$ cat src/rtl/intr_pkg.sv
// Package: shared source codes for the interrupt acceptance block.
// Assumes: code order equals priority order (lowest code wins).
package intr_pkg;
    localparam int SRC_N  = 4;
    localparam int TYPE_W = $clog2(SRC_N);

    typedef enum logic [TYPE_W-1:0] {
        SRC_EXC  = 2'd0,
        SRC_NMI  = 2'd1,
        SRC_MASK = 2'd2,
        SRC_STEP = 2'd3
    } src_e;
endpackage

$ cat src/rtl/intr_nmi_latch.sv
// Module: rising-edge detector and pending latch for the non-maskable request.
// Assumes: nmi_i is already synchronous to clk; clr_i is high only in the
// cycle the arbiter serves this source. A new edge wins over a clear.
module intr_nmi_latch (
    input  logic clk,
    input  logic rst_n,
    input  logic nmi_i,
    input  logic clr_i,
    output logic pend_o
);
    logic nmi_q;
    logic edge_seen;

    assign edge_seen = nmi_i & ~nmi_q;

    // Track the previous line level for edge detection.
    always_ff @(posedge clk) begin
        if (!rst_n) nmi_q <= 1'b0;
        else        nmi_q <= nmi_i;
    end

    // Set on an edge, drop when served.
    always_ff @(posedge clk) begin
        if (!rst_n)          pend_o <= 1'b0;
        else if (edge_seen)  pend_o <= 1'b1;
        else if (clr_i)      pend_o <= 1'b0;
    end

    a_r4_edge_latched: assert property (@(posedge clk) disable iff (!rst_n)
        (nmi_i && !nmi_q) |=> pend_o);
    a_r9_pend_held: assert property (@(posedge clk) disable iff (!rst_n)
        (pend_o && !clr_i) |=> pend_o);
    a_r4_no_retrigger: assert property (@(posedge clk) disable iff (!rst_n)
        (!pend_o && $past(nmi_i) && nmi_i) |=> !pend_o);
endmodule

$ cat src/rtl/intr_flags.sv
// Module: interrupt-enable and trap flag registers.
// Assumes: take_i is the arbiter's take decision for this cycle; it
// overrides any write made in the same cycle.
module intr_flags (
    input  logic clk,
    input  logic rst_n,
    input  logic wr_i,
    input  logic ie_d_i,
    input  logic tf_d_i,
    input  logic take_i,
    output logic ie_o,
    output logic tf_o
);
    // Load, clear on take, or hold both flags.
    always_ff @(posedge clk) begin
        if (!rst_n || take_i) begin
            ie_o <= 1'b0;
            tf_o <= 1'b0;
        end else if (wr_i) begin
            ie_o <= ie_d_i;
            tf_o <= tf_d_i;
        end
    end

    a_r8_take_clears: assert property (@(posedge clk) disable iff (!rst_n)
        take_i |=> (!ie_o && !tf_o));
    a_r8_write_loads: assert property (@(posedge clk) disable iff (!rst_n)
        (wr_i && !take_i) |=> (ie_o == $past(ie_d_i) && tf_o == $past(tf_d_i)));
endmodule

$ cat src/rtl/intr_prio.sv
// Module: fixed-priority selector; the lowest set request index wins.
// Assumes: request index equals the source code.
module intr_prio #(
    parameter int N = intr_pkg::SRC_N,
    localparam int W = $clog2(N)
) (
    input  logic [N-1:0] req_i,
    output logic         any_o,
    output logic [W-1:0] code_o
);
    // Scan from the lowest priority upward so the lowest index stays.
    always_comb begin
        code_o = '0;
        for (int i = N - 1; i >= 0; i--) begin
            if (req_i[i]) code_o = W'(i);
        end
    end

    assign any_o = |req_i;
endmodule

$ cat src/rtl/intr_accept.sv
// Module: top of the interrupt acceptance and single-step trap arbiter.
// At each boundary strobe it forms the request vector, picks the highest
// priority source and registers a one-cycle take pulse with its code.
// Assumes: all inputs synchronous to clk; exc_i bits are level requests.
module intr_accept
    import intr_pkg::*;
#(
    parameter int EXC_W = 4
) (
    input  logic              clk,
    input  logic              rst_n,
    input  logic              bnd_i,
    input  logic [EXC_W-1:0]  exc_i,
    input  logic              nmi_i,
    input  logic              intr_i,
    input  logic              flag_wr_i,
    input  logic              ie_d_i,
    input  logic              tf_d_i,
    output logic              take_o,
    output logic [TYPE_W-1:0] type_o,
    output logic              ie_o,
    output logic              tf_o
);
    logic [SRC_N-1:0]  req;
    logic              any_req;
    logic [TYPE_W-1:0] win_code;
    logic              take_now;
    logic              nmi_pend;
    logic              nmi_clr;

    intr_nmi_latch u_nmi (
        .clk    (clk),
        .rst_n  (rst_n),
        .nmi_i  (nmi_i),
        .clr_i  (nmi_clr),
        .pend_o (nmi_pend)
    );

    intr_flags u_flags (
        .clk    (clk),
        .rst_n  (rst_n),
        .wr_i   (flag_wr_i),
        .ie_d_i (ie_d_i),
        .tf_d_i (tf_d_i),
        .take_i (take_now),
        .ie_o   (ie_o),
        .tf_o   (tf_o)
    );

    // Request vector, indexed by source code; the enable flag gates only the maskable line.
    always_comb begin
        req           = '0;
        req[SRC_EXC]  = |exc_i;
        req[SRC_NMI]  = nmi_pend;
        req[SRC_MASK] = intr_i & ie_o;
        req[SRC_STEP] = tf_o;
    end

    intr_prio #(.N(SRC_N)) u_prio (
        .req_i  (req),
        .any_o  (any_req),
        .code_o (win_code)
    );

    assign take_now = bnd_i & any_req;
    assign nmi_clr  = take_now && (win_code == SRC_NMI);

    // Register the take pulse; the code is zero outside the pulse.
    always_ff @(posedge clk) begin
        if (!rst_n) begin
            take_o <= 1'b0;
            type_o <= '0;
        end else begin
            take_o <= take_now;
            type_o <= take_now ? win_code : '0;
        end
    end

    a_r9_needs_boundary: assert property (@(posedge clk) disable iff (!rst_n)
        !bnd_i |=> !take_o);
    a_r10_type_quiet: assert property (@(posedge clk) disable iff (!rst_n)
        !take_o |-> (type_o == '0));
    a_r5_exc_wins: assert property (@(posedge clk) disable iff (!rst_n)
        (bnd_i && (|exc_i)) |=> (take_o && type_o == SRC_EXC));
    a_r3_mask_blocked: assert property (@(posedge clk) disable iff (!rst_n)
        (bnd_i && !ie_o && !(|exc_i) && !nmi_pend && !tf_o) |=> !take_o);
    a_r6_step_taken: assert property (@(posedge clk) disable iff (!rst_n)
        (bnd_i && tf_o) |=> take_o);
    a_r7_nmi_over_mask: assert property (@(posedge clk) disable iff (!rst_n)
        (bnd_i && nmi_pend && !(|exc_i)) |=> (take_o && type_o == SRC_NMI));
endmodule

$ cat config.mk
export PLATFORM = sky130hd
export DESIGN_NAME = intr_accept
export DESIGN_NICKNAME = d
export VERILOG_FILES = /design/src/rtl/intr_pkg.sv /design/src/rtl/intr_nmi_latch.sv /design/src/rtl/intr_flags.sv /design/src/rtl/intr_prio.sv /design/src/rtl/intr_accept.sv
export SDC_FILE = /design/constraint.sdc
export NUM_CORES = 1
export LEC_CHECK = 0
export ABC_AREA = 1
export BUFFER_PORTS_ARGS = -buffer_cell sky130_fd_sc_hd__clkbuf_2
export CORE_AREA = 5 5 42 44
export CTS_BUF_LIST = sky130_fd_sc_hd__clkbuf_16
export CTS_CLUSTER_SIZE = 14
export DETAILED_ROUTE_END_ITERATION = 7
export DIE_AREA = 0 0 47 49
export PLACE_DENSITY = 0.44
export SYNTH_ARGS = -nofsm -noshare
export SYNTH_HDL_FRONTEND = slang
export SYNTH_SLANG_ARGS = --single-unit
$ cat constraint.sdc
create_clock -name clk -period 1 [get_ports clk]
set_clock_uncertainty 0.2 [all_clocks]
set_input_delay 0.1 -clock clk [delete_from_list [all_inputs] [get_ports clk]]
set_output_delay 0.1 -clock clk [all_outputs]
set_load 0.02 [all_outputs]
==> metrics.csv, run 1 <==
stage,metric,value,unit
clock_tree,CTS tree,yes,
placed_design,Final GP Congestion,0.663,
yosys,most common flop cell mapped by yosys,dfxtp_1,
timing,fmax,903,MHz
timing,Least-Margin Pin Slew,163,ps
global_route,GR Util met1,0.0705,
clock_tree,clock latency on the worst-skew pair,230,ps
clock_tree,root buf cell,clkbuf_16,
outcome,outcome,"finished, violations left",
power_and_ir_drop,combinational share of power,0.092,
power_and_ir_drop,P_leak,0.300,nW
detailed_routing,via count,319,
yosys,sequential element share of the synthesized area,0.489,
global_route,initial antenna violation count,0,
layout,"Core Util, Final",0.380,
floorplanning,Starting Density,0.204,
global_route,Tot GR Track Use,0.0691,
layout,Final Non-Filler Cells,78,
timing,endpoints failing hold,7,
global_route,most used routing layer in global routing,met2,
setup_path,Reg2Reg Depth,5,
clock_tree,clock slew at reported path FFs,40,ps
setup_path,worst reg-to-reg setup slack,-30,ps
layout,Layout Cell Area excl Fill,533,um^2
global_route,vias in the first global route,267,
placed_design,IO Port Bufs,16,
clock_tree,total clock sinks,7,
clock_tree,Num CTS Buffers,3,
power_and_ir_drop,Reg power frac,0.279,
detailed_routing,drt first-iter violations,0,
setup_path,reg2reg start,u_flags.ie_o,
global_route,GRT overflow,0,
yosys,Synth Instances,39,
floorplanning,full die area,2300,um^2
timing,Setup WS post-layout,-107,ps
timing,unrepaired setup endpoints after global routing,yes,
global_route,first-pass GRT wire length,1080,um
global_route,GR Util met3,0.0590,
floorplanning,I/O pin total,17,
yosys,"FF+latch count, synth",7,
min_path,hold endpoint,u_flags.tf_o,
detailed_routing,Via-to-Cell Ratio,4.09,
detailed_routing,Routed Antenna Nets,0,
power_and_ir_drop,Internal,863,uW
yosys,"top cells by area, synth","dfxtp_1, inv_1, nand2_1",
yosys,Synth top area share,0.489,
timing,Pins Over Slew Limit,0,
placed_design,Post-DP Area,409,um^2
detailed_routing,Remaining DRCs,0,
floorplanning,Core Region,1400,um^2
setup_path,crit path max fanout,3,
clock_tree,CTS Hold Bufs,1,
yosys,Yosys cell types,13,
yosys,"count leader, synth",inv_1,
yosys,Commonest cells post-synth,"inv_1, dfxtp_1, nand2_1, nor2_1, a21oi_1",
outcome,failing checks,"hold timing, setup timing",
power_and_ir_drop,P_sw,206,uW
timing,# setup viols final,5,
yosys,largest area contributor in the netlist,dfxtp_1,
power_and_ir_drop,PwrDens,2010,nW/um^2
setup_path,required time worst endpoint,700,ps
power_and_ir_drop,worst vdd ir,0.999,mV
global_route,largest net degree at the start of global routing,6,
yosys,"EDFF count, synth",0,
setup_path,CP startpoint kind,flip-flop,
layout,net total in the final layout,75,
power_and_ir_drop,Clock power frac,0.629,
layout,Synth-to-Final Area Change,86.0,%
flow_run,max_cap viols,0,
setup_path,Setup crit end kind,output port,
yosys,asr flop ratio synth,0,
clock_tree,clk buf depth,2,
timing,fin crit share,1.11,
setup_path,worst r2r dst,u_flags.ie_o,
yosys,Mean Syn Cell Area,7.35,um^2
detailed_routing,Pre-antenna DRT Iters,1,
timing,fin crit period,1110,ps
timing,Hold Worst Slack,-71.8,ps
detailed_routing,WL final,647,um
timing,Fin Setup TNS,-172,ps
floorplanning,Die X,47,um
placed_design,dpl ws,-8.44,ps
floorplanning,row cnt,14,
layout,Diodes inserted,0,
min_path,Hold Crit Class,input pin to flip-flop,
setup_path,Crit path arrival time,810,ps
placed_design,placed instance count,73,
global_route,grt met2 use,0.0995,
setup_path,crit path kind,flip-flop to output port,
min_path,Hold Crit Start,tf_d_i,
clock_tree,Post CTS Setup Buffer Count,0,
min_path,Hold Crit Depth,3,
power_and_ir_drop,switching share of power,0.192,
yosys,Mapped Area,287,um^2
clock_tree,H-tree levels,1,
timing,max_slew headroom,0.890,
floorplanning,die height,49,um
layout,fraction of layout cells with a size suffix above 1,0.468,
yosys,syn_nets,51,
yosys,yosys warns,0,
detailed_routing,routed length per instance,8.29,um
placed_design,DP HPWL,529,um
## metrics by stage
stage / hold slack (ps) / power (mW)
5_1_grt: -50.7 / 1.11
3_5_place_dp: 108 / 0.386
3_3_place_gp: 106 / 0.386
4_1_cts: -74.0 / 1.08
6_report: -71.8 / 1.07
2_1_floorplan: 11.4 / 0.340
## how the worst max path moves through the flow
stage                       from           end  slack (ps)  cells after the start
detailed placement  u_flags.ie_o  u_flags.ie_o          -8                      5
CTS                 u_flags.ie_o          ie_o        -130                      2
finish              u_flags.ie_o          ie_o        -110                      2
floorplan           u_flags.tf_o  u_flags.ie_o           2                      5
global placement    u_flags.ie_o  u_flags.ie_o         -30                      5
global route        u_flags.ie_o  u_flags.ie_o        -130                      5
## logic make-up after synthesis
logic type	count (synthesis)	share of synthesized area
and+or+nand+nor	18	0.280
buffers and inverters	8	0.105
DFF	7	0.489
AOI/OAI and AO/OA	5	0.0917
muxes	1	0.0349
## cells in the final DEF, fill, tap and decap left out, drive strengths merged
cell,n
o22ai,1
dfxtp,7
nand3,2
inv,9
a21oi,2
dlygate4sd3,1
clkbuf,14
buf,7
nand2,7
nor2,8
o21ai,2
mux2i,1
nand4,1
## repair_timing
item	4_1_cts	5_1_grt
endpoints found under the setup margin	6	9
gates resized for setup	6	7
pin swaps	3	2
endpoints found under the hold margin	7	5
## cell type report
cell class	count	area [um^2]
Clock inverter	1	3.75
Sequential cell	7	145
Timing Repair Buffer	19	131
Clock buffer	3	75.1
Fill cell	158	868
Multi-Input combinational cell	24	128
Inverter	8	30.0
Tap cell	16	20.0
## flip-flops by register name (all words and copies together) (netlist names)
signal	cells
type_o	2
u_flags.ie_o	1
u_flags.tf_o	1
u_nmi.pend_o	1
take_o	1
u_nmi.nmi_q	1
## power groups by stage
stage / sequential, mW / clock [mW] / combinational (mW)
5_1_grt: 0.300 / 0.703 / 0.111
3_3_place_gp: 0.301 / 0 / 0.0849
3_5_place_dp: 0.301 / 0 / 0.0846
6_report: 0.298 / 0.673 / 0.0978
2_1_floorplan: 0.308 / 0 / 0.0323
4_1_cts: 0.298 / 0.686 / 0.0947
## routing by layer
layer	share of wire	routed length, um
met5	0	0
met2	0.46	297
met1	0.39	251
met4	0.012	8
met3	0.14	89
## critical path: stages (launching register included)
cell	delay [ps]
dfxtp_4	340
buf_6	120
buf_8	120
(Power assumes the default switching activity.)
==> run 2: changes to the inputs <==
--- a/config.mk
+++ b/config.mk
@@ -8,7 +8,6 @@
 export ABC_AREA = 1
 export BUFFER_PORTS_ARGS = -buffer_cell sky130_fd_sc_hd__clkbuf_2
 export CORE_AREA = 5 5 42 44
-export CTS_BUF_LIST = sky130_fd_sc_hd__clkbuf_16
 export CTS_CLUSTER_SIZE = 14
 export DETAILED_ROUTE_END_ITERATION = 7
 export DIE_AREA = 0 0 47 49
==> run 2 against run 1 <==
  * The flow still finishes with violations (hold timing, setup timing)
  * Clock power is 62% lower
  * Global-route usage rose by 0.63 points
  * Non-clock buffer count up 3
  * Sequential power is essentially flat
  * Wire length grew 15%
  * First-iteration DRC count unchanged
  * Critical path depth up 4
  * Worst hold slack improved by 4.3 ps
  * Power shrank 37%
  * Via count rose by 5.3%
  * Worst setup slack got worse by 36 ps
  * Critical path type is now flip-flop to flip-flop
  * Critical endpoint is now u_flags.tf_o
  * Largest power group is now registers
==> metrics.csv, run 2 (synthesis gave the netlist of run 1 again) <==
stage,metric,value,unit
global_route,initial antenna violation count,0,
setup_path,worst r2r dst,u_flags.tf_o,
power_and_ir_drop,P_sw,164,uW
timing,fin crit period,1140,ps
setup_path,reg2reg start,u_flags.ie_o,
clock_tree,H-tree levels,1,
power_and_ir_drop,worst vdd ir,0.607,mV
detailed_routing,wire length on met3,91,um
timing,Hold Worst Slack,-67.5,ps
power_and_ir_drop,combinational share of power,0.171,
global_route,largest net degree at the start of global routing,6,
timing,unrepaired setup endpoints after global routing,yes,
detailed_routing,Routed Antenna Nets,0,
timing,Fin Setup TNS,-612,ps
floorplanning,Starting Density,0.204,
clock_tree,CTS tree,yes,
layout,Final Non-Filler Cells,81,
floorplanning,Die X,47,um
floorplanning,die height,49,um
timing,max_slew headroom,0.889,
setup_path,crit path max fanout,2,
setup_path,required time worst endpoint,990,ps
layout,Synth-to-Final Area Change,91.3,%
layout,max FFs per register,2,
timing,endpoints failing hold,7,
detailed_routing,DRT met1 WL,268,um
power_and_ir_drop,Internal,505,uW
outcome,outcome,"finished, violations left",
timing,Pins Over Slew Limit,0,
power_and_ir_drop,Reg power frac,0.445,
power_and_ir_drop,Pwr Total,669,uW
floorplanning,I/O pin total,17,
setup_path,Reg2Reg Depth,6,
detailed_routing,Remaining DRCs,0,
detailed_routing,top sig layer,met4,
layout,net total in the final layout,78,
global_route,GRT overflow,0,
placed_design,placed instance count,73,
layout,"commonest non-fill, non-tap cell in the layout",clkbuf_2,
timing,Least-Margin Pin Slew,164,ps
placed_design,Final GP Congestion,0.663,
timing,# setup viols final,6,
floorplanning,row cnt,14,
min_path,Hold Crit Class,input pin to flip-flop,
timing,Setup WS post-layout,-144,ps
floorplanning,Core Region,1400,um^2
clock_tree,clk buf depth,2,
global_route,Tot GR Track Use,0.0754,
detailed_routing,routed length per instance,9.15,um
detailed_routing,Pre-antenna DRT Iters,1,
detailed_routing,via count,336,
clock_tree,root buf cell,clkbuf_4,
clock_tree,clock slew at reported path FFs,50,ps
global_route,first-pass GRT wire length,1150,um
placed_design,DP HPWL,529,um
power_and_ir_drop,PwrDens,1220,nW/um^2
layout,"Most flops, register",type_o,
detailed_routing,DR WL met2,375,um
floorplanning,full die area,2300,um^2
power_and_ir_drop,Clock power frac,0.384,
timing,fmax,874,MHz
detailed_routing,WL final,741,um
layout,number of fill cells,158,
outcome,failing checks,"hold timing, setup timing",
layout,most frequent cells in the layout,"clkbuf_2, nor2_1, inv_1, nand2_1, buf_8",
setup_path,CP startpoint kind,flip-flop,
flow_run,max_cap viols,0,
detailed_routing,Via-to-Cell Ratio,4.15,
setup_path,Setup crit end kind,flip-flop,
layout,"Core Util, Final",0.391,
global_route,vias in the first global route,299,
setup_path,worst reg-to-reg setup slack,-140,ps
setup_path,critical path launch point,u_flags.ie_o,
power_and_ir_drop,switching share of power,0.245,
power_and_ir_drop,P_leak,0.302,nW
detailed_routing,drt first-iter violations,0,
layout,Diodes inserted,0,
layout,fraction of layout cells with a size suffix above 1,0.508,
min_path,hold endpoint,u_flags.tf_o,
timing,fin crit share,1.14,
clock_tree,clock latency on the worst-skew pair,250,ps
clock_tree,Num CTS Buffers,3,
clock_tree,total clock sinks,7,
placed_design,IO Port Bufs,16,
setup_path,Crit path arrival time,1130,ps
clock_tree,CTS Hold Bufs,3,
min_path,Hold Crit Start,flag_wr_i,
min_path,Hold Crit Depth,3,
setup_path,crit path kind,flip-flop to flip-flop,
==> run 2: cell types whose count changed in the layout (fill, tap and decap cells not counted), sizes merged <==
cell,previous run,this run
clkbuf,14,15
inv,9,8
dlygate4sd3,1,3
buf,7,8
==> run 2: area by class of cell <==
cell class	instances	area, um^2	share of cell area
well taps	16	20.0	0.0365
clock buffers	4	26.3	0.0479
inverters	8	30.0	0.0548
repair buffers	22	190	0.347
flip-flops and latches	7	149	0.272
multi-input cells	24	133	0.242
==> run 2: routing by layer <==
metal  global-route usage  up-vias
met4               0.0415        0
met2                0.115       15
met3               0.0590        2
met1               0.0683      146
li1                     -      173
met5                    0        -
==> run 2: power groups by stage <==
stage,registers (mW),logic (mW),clock network (mW)
2_1_floorplan,0.308,0.0323,0
3_3_place_gp,0.301,0.0849,0
3_5_place_dp,0.301,0.0846,0
4_1_cts,0.295,0.107,0.274
5_1_grt,0.299,0.127,0.296
6_report,0.298,0.114,0.257
==> run 2: worst max path at each step <==
stage | end | slack [ps]
detailed placement | u_flags.ie_o | -8
global route | u_flags.ie_o | -230
floorplan | u_flags.ie_o | 2
CTS | ie_o | -140
global placement | u_flags.ie_o | -30
finish | u_flags.tf_o | -140
==> run 2: what timing repair did <==
action | CTS | global route
endpoints found under the setup margin | 9 | 10
hold endpoints to repair | 7 | 7
pin swaps | 1 | 1
setup buffers | 1 | 0
resized for setup | 14 | 9
==> run 2: critical path, cell delays in order (launching register included) <==
cell	delay, ps
dfxtp_4	340
buf_6	120
nand2_4	50
nand3_2	70
o21ai_2	130
nand2_1	80
nor2_1	90
==> run 2: stage by stage <==
step | worst slack [ps] | area (um^2)
after floorplan | 2.31 | 294
after global placement | -32.6 | 409
after detailed placement | -8.44 | 409
after CTS | -144 | 528
after global routing | -234 | 548
final | -144 | 548
==> run 3: changes to the inputs <==
--- a/config.mk
+++ b/config.mk
@@ -11,7 +11,6 @@
 export CTS_CLUSTER_SIZE = 14
 export DETAILED_ROUTE_END_ITERATION = 7
 export DIE_AREA = 0 0 47 49
-export PLACE_DENSITY = 0.44
 export SYNTH_ARGS = -nofsm -noshare
 export SYNTH_HDL_FRONTEND = slang
 export SYNTH_SLANG_ARGS = --single-unit
==> run 3 against run 2 <==
  * The run still ends with hold timing, setup timing left
  * Register-to-register slack better by 110 ps
  * Worst hold slack got worse by 10 ps
  * Sequential power barely moved
  * Power is 2.7% lower
  * First-iteration DRC count grew 7
  * Clock-buffer cell count is the same
  * Maximum frequency increased by 9.3%
  * Via count shrank 7.1%
  * Critical path type is now flip-flop to output port
  * Largest cell class unchanged
==> metrics.csv, run 3 (synthesis gave the netlist of run 1 again) <==
stage,metric,value,unit
setup_path,CP max stage delay,360,ps
clock_tree,clk buf depth,2,
timing,# setup viols final,5,
power_and_ir_drop,PwrDens,1260,nW/um^2
detailed_routing,Pre-antenna DRT Iters,4,
flow_run,max_cap viols,0,
setup_path,required time worst endpoint,700,ps
layout,flip-flop and latch area,150,um^2
clock_tree,Num CTS Buffers,3,
global_route,grt met2 use,0.109,
timing,fmax,956,MHz
layout,fraction of layout cells with a size suffix above 1,0.508,
setup_path,Reg2Reg Depth,5,
global_route,vias in the first global route,300,
layout,net total in the final layout,76,
global_route,GR Util met3,0.0701,
timing,endpoints failing hold,7,
setup_path,reg2reg start,u_flags.ie_o,
floorplanning,Starting Density,0.204,
detailed_routing,Remaining DRCs,0,
setup_path,CP startpoint kind,flip-flop,
outcome,failing checks,"hold timing, setup timing",
layout,Diodes inserted,0,
clock_tree,clock slew at reported path FFs,50,ps
timing,Least-Margin Pin Slew,128,ps
clock_tree,total clock sinks,7,
global_route,GRT overflow,0,
timing,Hold Worst Slack,-77.7,ps
placed_design,Final GP Congestion,0.671,
floorplanning,full die area,2300,um^2
clock_tree,root buf cell,clkbuf_4,
layout,Synth-to-Final Area Change,79.9,%
min_path,Hold Crit Class,input pin to flip-flop,
setup_path,critical path launch point,u_flags.ie_o,
global_route,largest net degree at the start of global routing,6,
setup_path,worst reg-to-reg setup slack,-30,ps
timing,Pins Over Slew Limit,0,
clock_tree,CTS tree,yes,
outcome,outcome,"finished, violations left",
power_and_ir_drop,worst vdd ir,0.562,mV
floorplanning,Core Region,1400,um^2
setup_path,WP buf/inv,1,
floorplanning,Die X,47,um
timing,fin crit share,1.05,
floorplanning,die height,49,um
layout,"commonest non-fill, non-tap cell in the layout",clkbuf_2,
detailed_routing,via count,312,
global_route,most used routing layer in global routing,met2,
timing,max_slew headroom,0.912,
layout,"Core Util, Final",0.368,
global_route,initial antenna violation count,0,
layout,"Most flops, register",type_o,
global_route,Tot GR Track Use,0.0677,
global_route,first-pass GRT wire length,1080,um
setup_path,crit path to,ie_o,
setup_path,"Cell Chain, Critical Path",clkbuf_8,
clock_tree,clock latency on the worst-skew pair,240,ps
placed_design,IO Port Bufs,16,
layout,max FFs per register,2,
setup_path,Setup crit end kind,output port,
setup_path,Crit path max-delay family,flip-flops,
layout,number of fill cells,154,
power_and_ir_drop,P_leak,0.278,nW
detailed_routing,Routed Antenna Nets,0,
setup_path,crit path max fanout,4,
clock_tree,CTS Hold Bufs,3,
clock_tree,H-tree levels,1,
detailed_routing,Via-to-Cell Ratio,3.95,
timing,Setup WS post-layout,-46.5,ps
floorplanning,row cnt,14,
setup_path,slowest cell on the critical path,dfxtp_4,
power_and_ir_drop,Pwr Total,651,uW
setup_path,crit path kind,flip-flop to output port,
setup_path,Crit path arrival time,750,ps
timing,unrepaired setup endpoints after global routing,yes,
global_route,GR Util met1,0.0575,
layout,area of the multi-input gates,124,um^2
placed_design,dpl ws,-24.7,ps
layout,most frequent cells in the layout,"clkbuf_2, nor2_1, nand2_1, inv_1, dfxtp_2",
floorplanning,I/O pin total,17,
detailed_routing,drt first-iter violations,7,
timing,fin crit period,1050,ps
setup_path,worst r2r dst,u_flags.tf_o,
detailed_routing,routed length per instance,9.05,um
placed_design,DP HPWL,540,um
setup_path,Stages on worst setup path,1,
detailed_routing,WL final,715,um
-- run 3: cell types whose count changed in the layout (fill, tap and decap cells not counted), sizes merged --
cell / delta
buf: -4
clkbuf: +2
-- run 3: worst min-delay path by stage --
stage,from,to,slack [ps],cells past startpoint
2_1_floorplan,nmi_i,u_nmi.nmi_q,10,2
3_3_place_gp,nmi_i,u_nmi.nmi_q,110,3
3_5_place_dp,nmi_i,u_nmi.nmi_q,120,3
4_1_cts,bnd_i,type_o[1],-80,3
5_1_grt,bnd_i,take_o,-80,3
6_report,bnd_i,take_o,-80,3
-- run 3: metrics by stage --
stage / instances / setup TNS, ps / cell area [um^2]
final: 79 / -131 / 515
after global routing: 79 / -541 / 515
after CTS: 79 / -210 / 510
after detailed placement: 72 / -42.7 / 402
after global placement: 72 / -6.36 / 402
after floorplan: 39 / 0 / 294
-- run 3: repair_timing --
action	4_1_cts	5_1_grt
hold endpoints to repair	7	7
pin swaps	0	0
setup buffers	0	0
setup endpoints to repair	9	9
resized for setup	15	4
-- run 3: final cells by class --
type,instances,share of cell area
Tap cell,16,0.0388
Multi-Input combinational cell,24,0.240
Clock buffer,4,0.0510
Timing Repair Buffer,20,0.320
Inverter,8,0.0583
Sequential cell,7,0.291
-- run 3: report_power, final --
group / switching [mW] / internal [mW]
sequential: 0.00818 / 0.291
combinational: 0.0462 / 0.0563
clock: 0.0977 / 0.152
-- run 3: metal layers --
layer	wire length [um]	vias up
li1	-	168
met1	259	136
met2	397	8
met3	58	0
met4	0	0
met5	0	-
